==> src/rtl/bcd_clock_pkg.sv <==
package bcd_clock_pkg;
  localparam int DIGIT_W = 4;
  localparam int NKEYS   = 3;
  localparam int KEY_MIN = 0;
  localparam int KEY_HR  = 1;
  localparam int KEY_CLR = 2;

  typedef enum logic [1:0] {
    DB_IDLE = 2'd0,
    DB_ONE  = 2'd1,
    DB_HELD = 2'd2
  } db_state_e;

  typedef enum logic [1:0] {
    RQ_NONE = 2'd0,
    RQ_MIN  = 2'd1,
    RQ_HR   = 2'd2,
    RQ_CLR  = 2'd3
  } req_e;
endpackage

==> src/rtl/key_debounce.sv <==
module key_debounce
  import bcd_clock_pkg::*;
(
  input  logic clk,
  input  logic rst,
  input  logic scan_en,
  input  logic key_n,
  output logic held
);
  db_state_e state_q, state_d;

  always_comb begin
    state_d = state_q;
    if (scan_en) begin
      if (key_n) begin
        state_d = DB_IDLE;
      end else begin
        unique case (state_q)
          DB_IDLE: state_d = DB_ONE;
          DB_ONE:  state_d = DB_HELD;
          default: state_d = DB_HELD;
        endcase
      end
    end
  end

  always_ff @(posedge clk) begin
    if (rst) state_q <= DB_IDLE;
    else     state_q <= state_d;
  end

  assign held = (state_q == DB_HELD);
endmodule

==> src/rtl/key_arbiter.sv <==
module key_arbiter
  import bcd_clock_pkg::*;
(
  input  logic [NKEYS-1:0] held,
  output req_e             req
);
  always_comb begin
    if (held[KEY_MIN])      req = RQ_MIN;
    else if (held[KEY_HR])  req = RQ_HR;
    else if (held[KEY_CLR]) req = RQ_CLR;
    else                    req = RQ_NONE;
  end
endmodule

==> src/rtl/bcd_pair_counter.sv <==
module bcd_pair_counter
  import bcd_clock_pkg::*;
#(
  parameter int TENS_LAST = 5,
  parameter int ONES_LAST = 9
) (
  input  logic               clk,
  input  logic               rst,
  input  logic               clr,
  input  logic               adv,
  output logic [DIGIT_W-1:0] tens,
  output logic [DIGIT_W-1:0] ones,
  output logic               at_last
);
  localparam logic [DIGIT_W-1:0] T_LAST = DIGIT_W'(TENS_LAST);
  localparam logic [DIGIT_W-1:0] O_LAST = DIGIT_W'(ONES_LAST);
  localparam logic [DIGIT_W-1:0] O_MAX  = DIGIT_W'(9);

  assign at_last = (tens == T_LAST) && (ones == O_LAST);

  always_ff @(posedge clk) begin
    if (rst || clr) begin
      tens <= '0;
      ones <= '0;
    end else if (adv) begin
      if (at_last) begin
        tens <= '0;
        ones <= '0;
      end else if (ones == O_MAX) begin
        ones <= '0;
        tens <= tens + 1'b1;
      end else begin
        ones <= ones + 1'b1;
      end
    end
  end
endmodule

==> src/rtl/bcd_clock_top.sv <==
module bcd_clock_top
  import bcd_clock_pkg::*;
(
  input  logic               clk,
  input  logic               rst,
  input  logic               tick_en,
  input  logic               scan_en,
  input  logic               key_min_n,
  input  logic               key_hr_n,
  input  logic               key_sclr_n,
  output logic [DIGIT_W-1:0] hr_tens,
  output logic [DIGIT_W-1:0] hr_ones,
  output logic [DIGIT_W-1:0] min_tens,
  output logic [DIGIT_W-1:0] min_ones,
  output logic [DIGIT_W-1:0] sec_tens,
  output logic [DIGIT_W-1:0] sec_ones,
  output logic               min_carry,
  output logic               hr_carry
);
  logic [NKEYS-1:0] keys_n;
  logic [NKEYS-1:0] held;
  req_e             req;
  logic req_min, req_hr, req_clr;
  logic sec_last, min_last, hr_last;
  logic sec_adv, sec_wrap, min_set, min_adv, min_wrap;
  logic hr_set, hr_adv, hr_wrap;

  always_comb begin
    keys_n          = '1;
    keys_n[KEY_MIN] = key_min_n;
    keys_n[KEY_HR]  = key_hr_n;
    keys_n[KEY_CLR] = key_sclr_n;
  end

  for (genvar k = 0; k < NKEYS; k++) begin : g_key
    key_debounce u_db (
      .clk     (clk),
      .rst     (rst),
      .scan_en (scan_en),
      .key_n   (keys_n[k]),
      .held    (held[k])
    );
  end

  key_arbiter u_arb (
    .held (held),
    .req  (req)
  );

  assign req_min = (req == RQ_MIN);
  assign req_hr  = (req == RQ_HR);
  assign req_clr = (req == RQ_CLR);

  assign sec_adv  = tick_en & ~req_clr;
  assign sec_wrap = sec_adv & sec_last;
  assign min_set  = req_min & scan_en;
  assign min_adv  = sec_wrap | min_set;
  assign min_wrap = min_adv & min_last;
  assign hr_set   = req_hr & scan_en;
  assign hr_adv   = (min_wrap & sec_wrap) | hr_set;
  assign hr_wrap  = hr_adv & hr_last;

  bcd_pair_counter #(.TENS_LAST(5), .ONES_LAST(9)) u_sec (
    .clk (clk), .rst (rst), .clr (req_clr), .adv (sec_adv),
    .tens (sec_tens), .ones (sec_ones), .at_last (sec_last)
  );

  bcd_pair_counter #(.TENS_LAST(5), .ONES_LAST(9)) u_min (
    .clk (clk), .rst (rst), .clr (1'b0), .adv (min_adv),
    .tens (min_tens), .ones (min_ones), .at_last (min_last)
  );

  bcd_pair_counter #(.TENS_LAST(2), .ONES_LAST(3)) u_hr (
    .clk (clk), .rst (rst), .clr (1'b0), .adv (hr_adv),
    .tens (hr_tens), .ones (hr_ones), .at_last (hr_last)
  );

  always_ff @(posedge clk) begin
    if (rst) begin
      min_carry <= 1'b0;
      hr_carry  <= 1'b0;
    end else begin
      min_carry <= min_wrap;
      hr_carry  <= hr_wrap;
    end
  end
endmodule

==> config.mk <==
export PLATFORM = sky130hd
export DESIGN_NAME = bcd_clock_top
export DESIGN_NICKNAME = d
export VERILOG_FILES = /design/src/rtl/bcd_clock_pkg.sv /design/src/rtl/key_debounce.sv /design/src/rtl/key_arbiter.sv /design/src/rtl/bcd_pair_counter.sv /design/src/rtl/bcd_clock_top.sv
export SDC_FILE = /design/constraint.sdc
export NUM_CORES = 1
export LEC_CHECK = 0
export CAP_MARGIN = 10
export CORE_MARGIN = 5
export CORE_UTILIZATION = 56
export DETAILED_ROUTE_END_ITERATION = 7
export DONT_BUFFER_PORTS = 1
export PLACE_DENSITY = 0.79
export SETUP_SLACK_MARGIN = 0.5
export SLEW_MARGIN = 40
export SYNTH_ARGS = -nofsm -noshare
export SYNTH_HDL_FRONTEND = slang
export SYNTH_SLANG_ARGS = --single-unit
==> constraint.sdc <==
create_clock -name clk -period 1.7 [get_ports clk]
set_clock_uncertainty 0.05 [all_clocks]
set_input_delay 0.255 -clock clk [delete_from_list [all_inputs] [get_ports clk]]
set_output_delay 0.255 -clock clk [all_outputs]
set_load 0.02 [all_outputs]
==> results of run 1 <==
-- worst reg2reg max path, stage by stage, from the launching register on --
cell	delay (ps)
dfxtp_4	360
inv_2	60
ha_4	130
nand3b_1	100
a311o_2	440
buf_4	170
a21oi_2	110
mux2_2	330
-- flip-flops by register name, summed over array words and instances (netlist names) --
register	flops
hr_carry	1
g_key.u_db.state_q	6
u_hr.ones	4
u_sec.tens	4
u_min.ones	4
u_hr.tens	4
u_min.tens	4
u_sec.ones	4
min_carry	1
-- worst max path at each step --
stage	start	end	slack [ps]	cells after the start
floorplan	u_sec.tens[1]	u_hr.ones[0]	-30	6
detailed placement	u_sec.tens[1]	u_hr.ones[0]	-130	6
global route	u_sec.tens[1]	u_hr.ones[2]	-220	6
finish	u_sec.tens[1]	u_min.tens[3]	-130	7
CTS	u_sec.tens[1]	u_hr.ones[0]	-120	6
global placement	u_sec.tens[1]	u_hr.ones[0]	-100	6
-- power by group --
part	internal, mW	switching [mW]
clock	0.159	0.257
sequential	0.759	0.0113
combinational	0.0511	0.0605
-- synth_stat cells, drive strengths merged, types with 5 or more instances --
library cell | number | area share, %
and3b | 5 | 2.5
inv | 11 | 2.4
buf | 5 | 1.2
nand2 | 18 | 3.9
a21oi | 17 | 4.9
a211oi | 8 | 3.5
dfxtp | 32 | 37
nor2 | 10 | 2.2
ha | 12 | 8.7
mux2i | 6 | 3.5
nand3 | 7 | 2.0
or3 | 6 | 2.2
-- through the flow --
stage	util (%)	instance area [um^2]	TNS, ps	cells
final	81.1	2430	-809	280
after global routing	81.1	2430	-1990	280
after CTS	77.9	2340	-439	277
after detailed placement	70.7	2120	-868	262
after global placement	70.7	2120	-506	262
after floorplan	-	1830	-60.8	198
-- placed cells by master, fill, tap and decap left out, drive strengths merged, types with 7 or more instances in the layout --
master | Yosys | routed
nand2 | 18 | 18
inv | 11 | 11
dfxtp | 32 | 32
clkbuf | 4 | 7
nand3 | 7 | 7
a211oi | 8 | 8
nor2 | 10 | 10
a21oi | 17 | 17
buf | 5 | 49
ha | 12 | 12
-- logic make-up (layout without fill, tap and decap cells) --
group,after synthesis,count (layout),synth area share [%]
compound gates,50,50,20.5
xor+xnor,3,3,1.53
fa+ha+maj,12,12,8.71
buf+inv,20,69,4.50
flops,32,32,37.2
mux,7,7,4.14
simple gates,74,74,23.5
-- metal layers --
layer / up-vias / part of all wire [%] / track usage, %
li1: 831 / - / -
met1: 873 / 38 / 27.1
met2: 64 / 54 / 45.8
met3: 9 / 5.4 / 4.96
met4: 0 / 1.6 / 5.70
met5: - / 0 / 0
-- final cells by class --
cell class                 instances  area, um^2
clock buffer                       7        45.0
clock inverter                     1        3.75
fill                             166         568
inverter                          11        41.3
multi-input combinational        146        1220
sequential                        32         668
tap                               33        41.3
timing repair buffer              50         419
-- what timing repair did --
item                                    CTS  global route
endpoints found under the setup margin   26            37
resized for setup                        23            23
pin swaps                                14             7
buffers inserted                          6             3
hold endpoints to repair                 14            13
==> summary.txt, run 1 <==
Run status
  • Status: finished with violations
  • Violated checks: hold timing, setup timing

Finish
  • Nets: 265
  • Antenna Cells: 0
  • Share of post-route cells with drive strength above 1: 43.3%
  • Area grow syn2layout: 41.3%

Timing
  • Worst-Margin Slew: 449 ps
  • Final setup viols: 15
  • Hold_ws: -76.7 ps
  • Max Freq: 545 MHz
  • Final hold violation count: 13
  • Final Cycle Share: 108%
  • Slew headroom: 70.0%
  • Slack of the critical path: -133 ps
  • Post-route minimum period: 1830 ps
  • Max Slew Vio Count: 0
  • RSZ-0062 raised after global routing: yes

Global routing
  • Largest net degree at the start of global routing: 25
  • Initial antenna violation count: 0
  • First-pass GRT wire length: 8.14 mm
  • Number of global-route vias before repair: 1805
  • GRT Util Overall: 24.1%
  • GR Overflow Total: 0

Synth
  • Ys flop type: dfxtp_1
  • Netlist Area Pre-Place: 1720 um^2
  • Flops & latches, synth: 32
  • Syn_nets: 217
  • Number of synthesized flops with an enable pin: 0
  • Async set-reset flop share out of synthesis: 0%
  • Synth Warn #: 0
  • Post-synth cell types: 46
  • Syn_area_per_cell: 8.70 um^2
  • Sequential area share after synthesis: 37.2%
  • Synth Instances: 198

Place
  • Final GP Congestion: 0.860
  • Port bufs: 0
  • Place WS: -133 ps
  • DP HPWL: 3.32 mm

Floorplan
  • DIE WIDTH: 65.5 um
  • Core Area: 3000 um^2
  • Effective utilization at floorplan: 57.4%
  • Row cnt: 20
  • Die height: 65.5 um
  • Total Die Area: 4290 um^2
  • I/O pin count: 33

Setup path
  • CP required: 1880 ps
  • Crit path max fanout: 6
  • Max incr delay on CP: 440 ps
  • Crit path cell chain: inv_2 -> ha_4 -> nand3b_1 -> a311o_2 -> buf_4 -> a21oi_2 -> mux2_2
  • Critical path type: reg2reg
  • R2r setup slk: -130 ps
  • Cell family with most CP delay: compound AO/OA/AOI/OAI gates
  • Crit Reg-Reg Startpoint: u_sec.tens[1]
  • Slowest cell on crit path: a311o_2
  • Setup crit end kind: flip-flop
  • Worst reg2reg path depth: 7
  • Critical Path Start Type: flip-flop
  • Critical R2R Capture: u_min.tens[3]
  • CP bufs+invs: 2
  • CP arrival: 2010 ps

Pwr
  • Power per standard cell area: 533 nW/um^2
  • Total power: 1.30 mW
  • Maximum VDD drop: 0.464 mV
  • Pleak: 0.921 nW

Detailed routing
  • Vias per inst: 6.35
  • Remaining antenna violation count after routing: 0
  • Via count: 1777
  • Wire length per cell: 17.7 um
  • Total routed wirelength: 4.96 mm
  • Starting DRT DRC Count: 89
  • Residual DRC: 0
  • TritonRoute pass-1 iters: 4

Clock network
  • CTS Sinks: 32
  • Reg clk slew, reported paths: 100 ps
  • Clk buf depth: 2
  • H-tree depth: 2
  • Clock root buffer: clkbuf_4
  • CTS Buf Count: 5
  • Skew-Pair Late Insertion Delay: 330 ps
  • CTS tree: yes
  • Post-CTS Hold Buffers: 1

Worst hold path
  • Worst min-delay path class: in2reg
  • WHS Path Cells: 1
  • HP Start: rst
  • Hold endpoint: u_min.ones[0]

Run
  • Max Cap Viol: 0
(Power assumes the default switching activity.)
==> run 2: changes to the inputs <==
--- a/config.mk
+++ b/config.mk
@@ -6,11 +6,13 @@
 export NUM_CORES = 1
 export LEC_CHECK = 0
 export CAP_MARGIN = 10
+export CELL_PAD_IN_SITES_DETAIL_PLACEMENT = 2
+export CELL_PAD_IN_SITES_GLOBAL_PLACEMENT = 2
 export CORE_MARGIN = 5
-export CORE_UTILIZATION = 56
+export CORE_UTILIZATION = 33
 export DETAILED_ROUTE_END_ITERATION = 7
 export DONT_BUFFER_PORTS = 1
-export PLACE_DENSITY = 0.79
+export PLACE_DENSITY = 0.78
 export SETUP_SLACK_MARGIN = 0.5
 export SLEW_MARGIN = 40
 export SYNTH_ARGS = -nofsm -noshare
==> run 2 against run 1 <==
The run still ends with hold timing, setup timing left; via count fell by 2.0%; critical path depth down 1; first-iteration DRC count down 40%; final area is 4.4% higher; clock power grew 38%; clock-buffer cell count is 2 lower; sequential share of layout area is 1.1 points lower; non-clock buffer count grew 2; maximum frequency down 0.49%; sequential power hardly changed; hold slack improved by 40 ps; combinational power barely moved; largest power group unchanged; highest routed layer unchanged.
==> summary.txt, run 2 (same netlist as run 1, synthesis figures left out) <==
Run status
  • Status: finished with violations
  • Violated checks: hold timing, setup timing

Global routing
  • GR Util met3: 5.10%
  • Initial antenna violation count: 0
  • GR Overflow Total: 0
  • Largest net degree at the start of global routing: 25
  • M2 GR Usage: 37.6%
  • GRT Util Overall: 20.9%
  • Most used routing layer: met2
  • Met1 usage in global routing: 23.0%
  • Number of global-route vias before repair: 1956
  • First-pass GRT wire length: 10.4 mm

Finish
  • Commonest non-fill, non-tap cell in the layout: buf_4
  • Top reg by flops: g_key.u_db.state_q
  • # fillers: 551
  • Number of flip-flops in the largest register: 6
  • Final core occ: 50.1%
  • Multi-input gate area: 1240 um^2
  • Antenna Cells: 0
  • Most frequent cells in the layout: buf_4, nand2_1, dfxtp_1
  • Register area: 671 um^2
  • Area grow syn2layout: 47.6%
  • Nets: 267
  • Share of post-route cells with drive strength above 1: 46.6%

Detailed routing
  • Vias per inst: 5.46
  • Remaining antenna violation count after routing: 0
  • Via count: 1741
  • Starting DRT DRC Count: 53
  • Residual DRC: 0
  • Total routed wirelength: 6.47 mm
  • Wire length per cell: 20.3 um
  • TritonRoute pass-1 iters: 4

Pwr
  • Gate power share: 7.6%
  • Clock network power share: 39.5%
  • Sw power: 371 uW
  • Net Sw Frac: 25.4%
  • Reg power frac: 53.0%
  • P_int: 1.09 mW
  • Pleak: 0.956 nW
  • Maximum VDD drop: 0.397 mV
  • Power per standard cell area: 574 nW/um^2

Timing
  • Final hold violation count: 11
  • Final Cycle Share: 108%
  • Slew headroom: 69.8%
  • Max Slew Vio Count: 0
  • RSZ-0062 raised after global routing: yes
  • Slack of the critical path: -142 ps
  • Hold_ws: -36.4 ps
  • Final setup viols: 14
  • Post-route minimum period: 1840 ps
  • Worst-Margin Slew: 452 ps
  • TNS Setup: -1030 ps
  • Max Freq: 543 MHz

Setup path
  • CP arrival: 2000 ps
  • Critical path type: reg2reg
  • Critical Path Source: u_sec.tens[1]
  • Setup crit end kind: flip-flop
  • Crit Reg-Reg Startpoint: u_sec.tens[1]
  • Critical Path Start Type: flip-flop
  • CP required: 1860 ps
  • Crit path max fanout: 6

Clock network
  • Clock root buffer: clkbuf_8
  • Reg clk slew, reported paths: 70 ps
  • CTS tree: yes
  • CTS Buf Count: 5
  • H-tree depth: 2
  • CTS Sinks: 32
  • Post-CTS Hold Buffers: 1
  • Skew-Pair Late Insertion Delay: 300 ps
  • Clk buf depth: 2

Floorplan
  • DIE WIDTH: 82.3 um
  • Effective utilization at floorplan: 33.9%
  • Row cnt: 26
  • Core Area: 5070 um^2
  • Die height: 82.3 um
  • Total Die Area: 6770 um^2
  • I/O pin count: 33

Run
  • Max Cap Viol: 0

Worst hold path
  • Worst min-delay path class: in2reg
  • HP Start: rst

Place
  • DP HPWL: 4.61 mm
  • Final GP Congestion: 0.816
  • Port bufs: 0
==> run 2: changes by cell type in the layout (fill, tap and decap cells not counted), moves of 2 or more <==
cell / change
buf_4: +8
buf_6: -8
clkbuf_4: -5
clkbuf_8: +5
a21oi_1: -2
buf_8: +2
clkbuf_1: -2
clkinv_2: +2
dfxtp_1: -2
dfxtp_2: +2
nor2_4: -2
==> run 2: area by class of cell <==
class / count / share of cell area, %
repair buffers: 52 / 16.5
multi-input cells: 146 / 48.7
well taps: 70 / 3.44
clock inverters: 3 / 0.541
flip-flops and latches: 32 / 26.4
inverters: 11 / 1.72
clock buffers: 5 / 2.71
==> run 2: final timing paths <==
path,end,slack [ps],depth (start not counted)
min reg2reg,g_key[2].u_db.state_q[1],490,2
min,u_min.ones[0],-40,1
max reg2reg,u_hr.ones[0],-140,6
max,u_hr.ones[0],-140,6
==> run 2: repair_timing <==
item,4_1_cts,5_1_grt
gates resized for setup,32,17
setup buffers,6,1
endpoints found under the setup margin,27,29
hold endpoints to repair,12,11
pin swaps,12,5
==> run 2: routing by layer <==
metal	vias up	routed length, um	share of wire [%]
li1	830	-	-
met1	870	2550	39
met2	32	3480	54
met3	9	307	4.7
met4	0	127	2.0
met5	-	0	0
==> run 2: critical path, cell delays in order (launching register included) <==
cell	delay, ps
dfxtp_4	350
inv_4	50
ha_4	110
nand3b_1	90
a311o_2	430
a2111o_1	460
o31ai_2	200
==> run 2: power groups by stage <==
stage               combinational [mW]  sequential [mW]  clock [mW]
finish                           0.110            0.772       0.576
global route                     0.120            0.773       0.630
CTS                              0.111            0.773       0.579
detailed placement              0.0967            0.789           0
global placement                0.0873            0.788           0
floorplan                       0.0613            0.799           0
==> run 2: stage by stage <==
step	area, um^2	setup slack (ps)	power [mW]	hold WS, ps	instances
after detailed placement	2200	-224	0.885	275	303
final	2540	-142	1.46	-36.4	319
after global routing	2540	-228	1.52	-55.8	319
after global placement	2200	-68.1	0.875	273	303
after floorplan	1830	-33.9	0.860	293	198
after CTS	2480	-168	1.46	-33.9	318
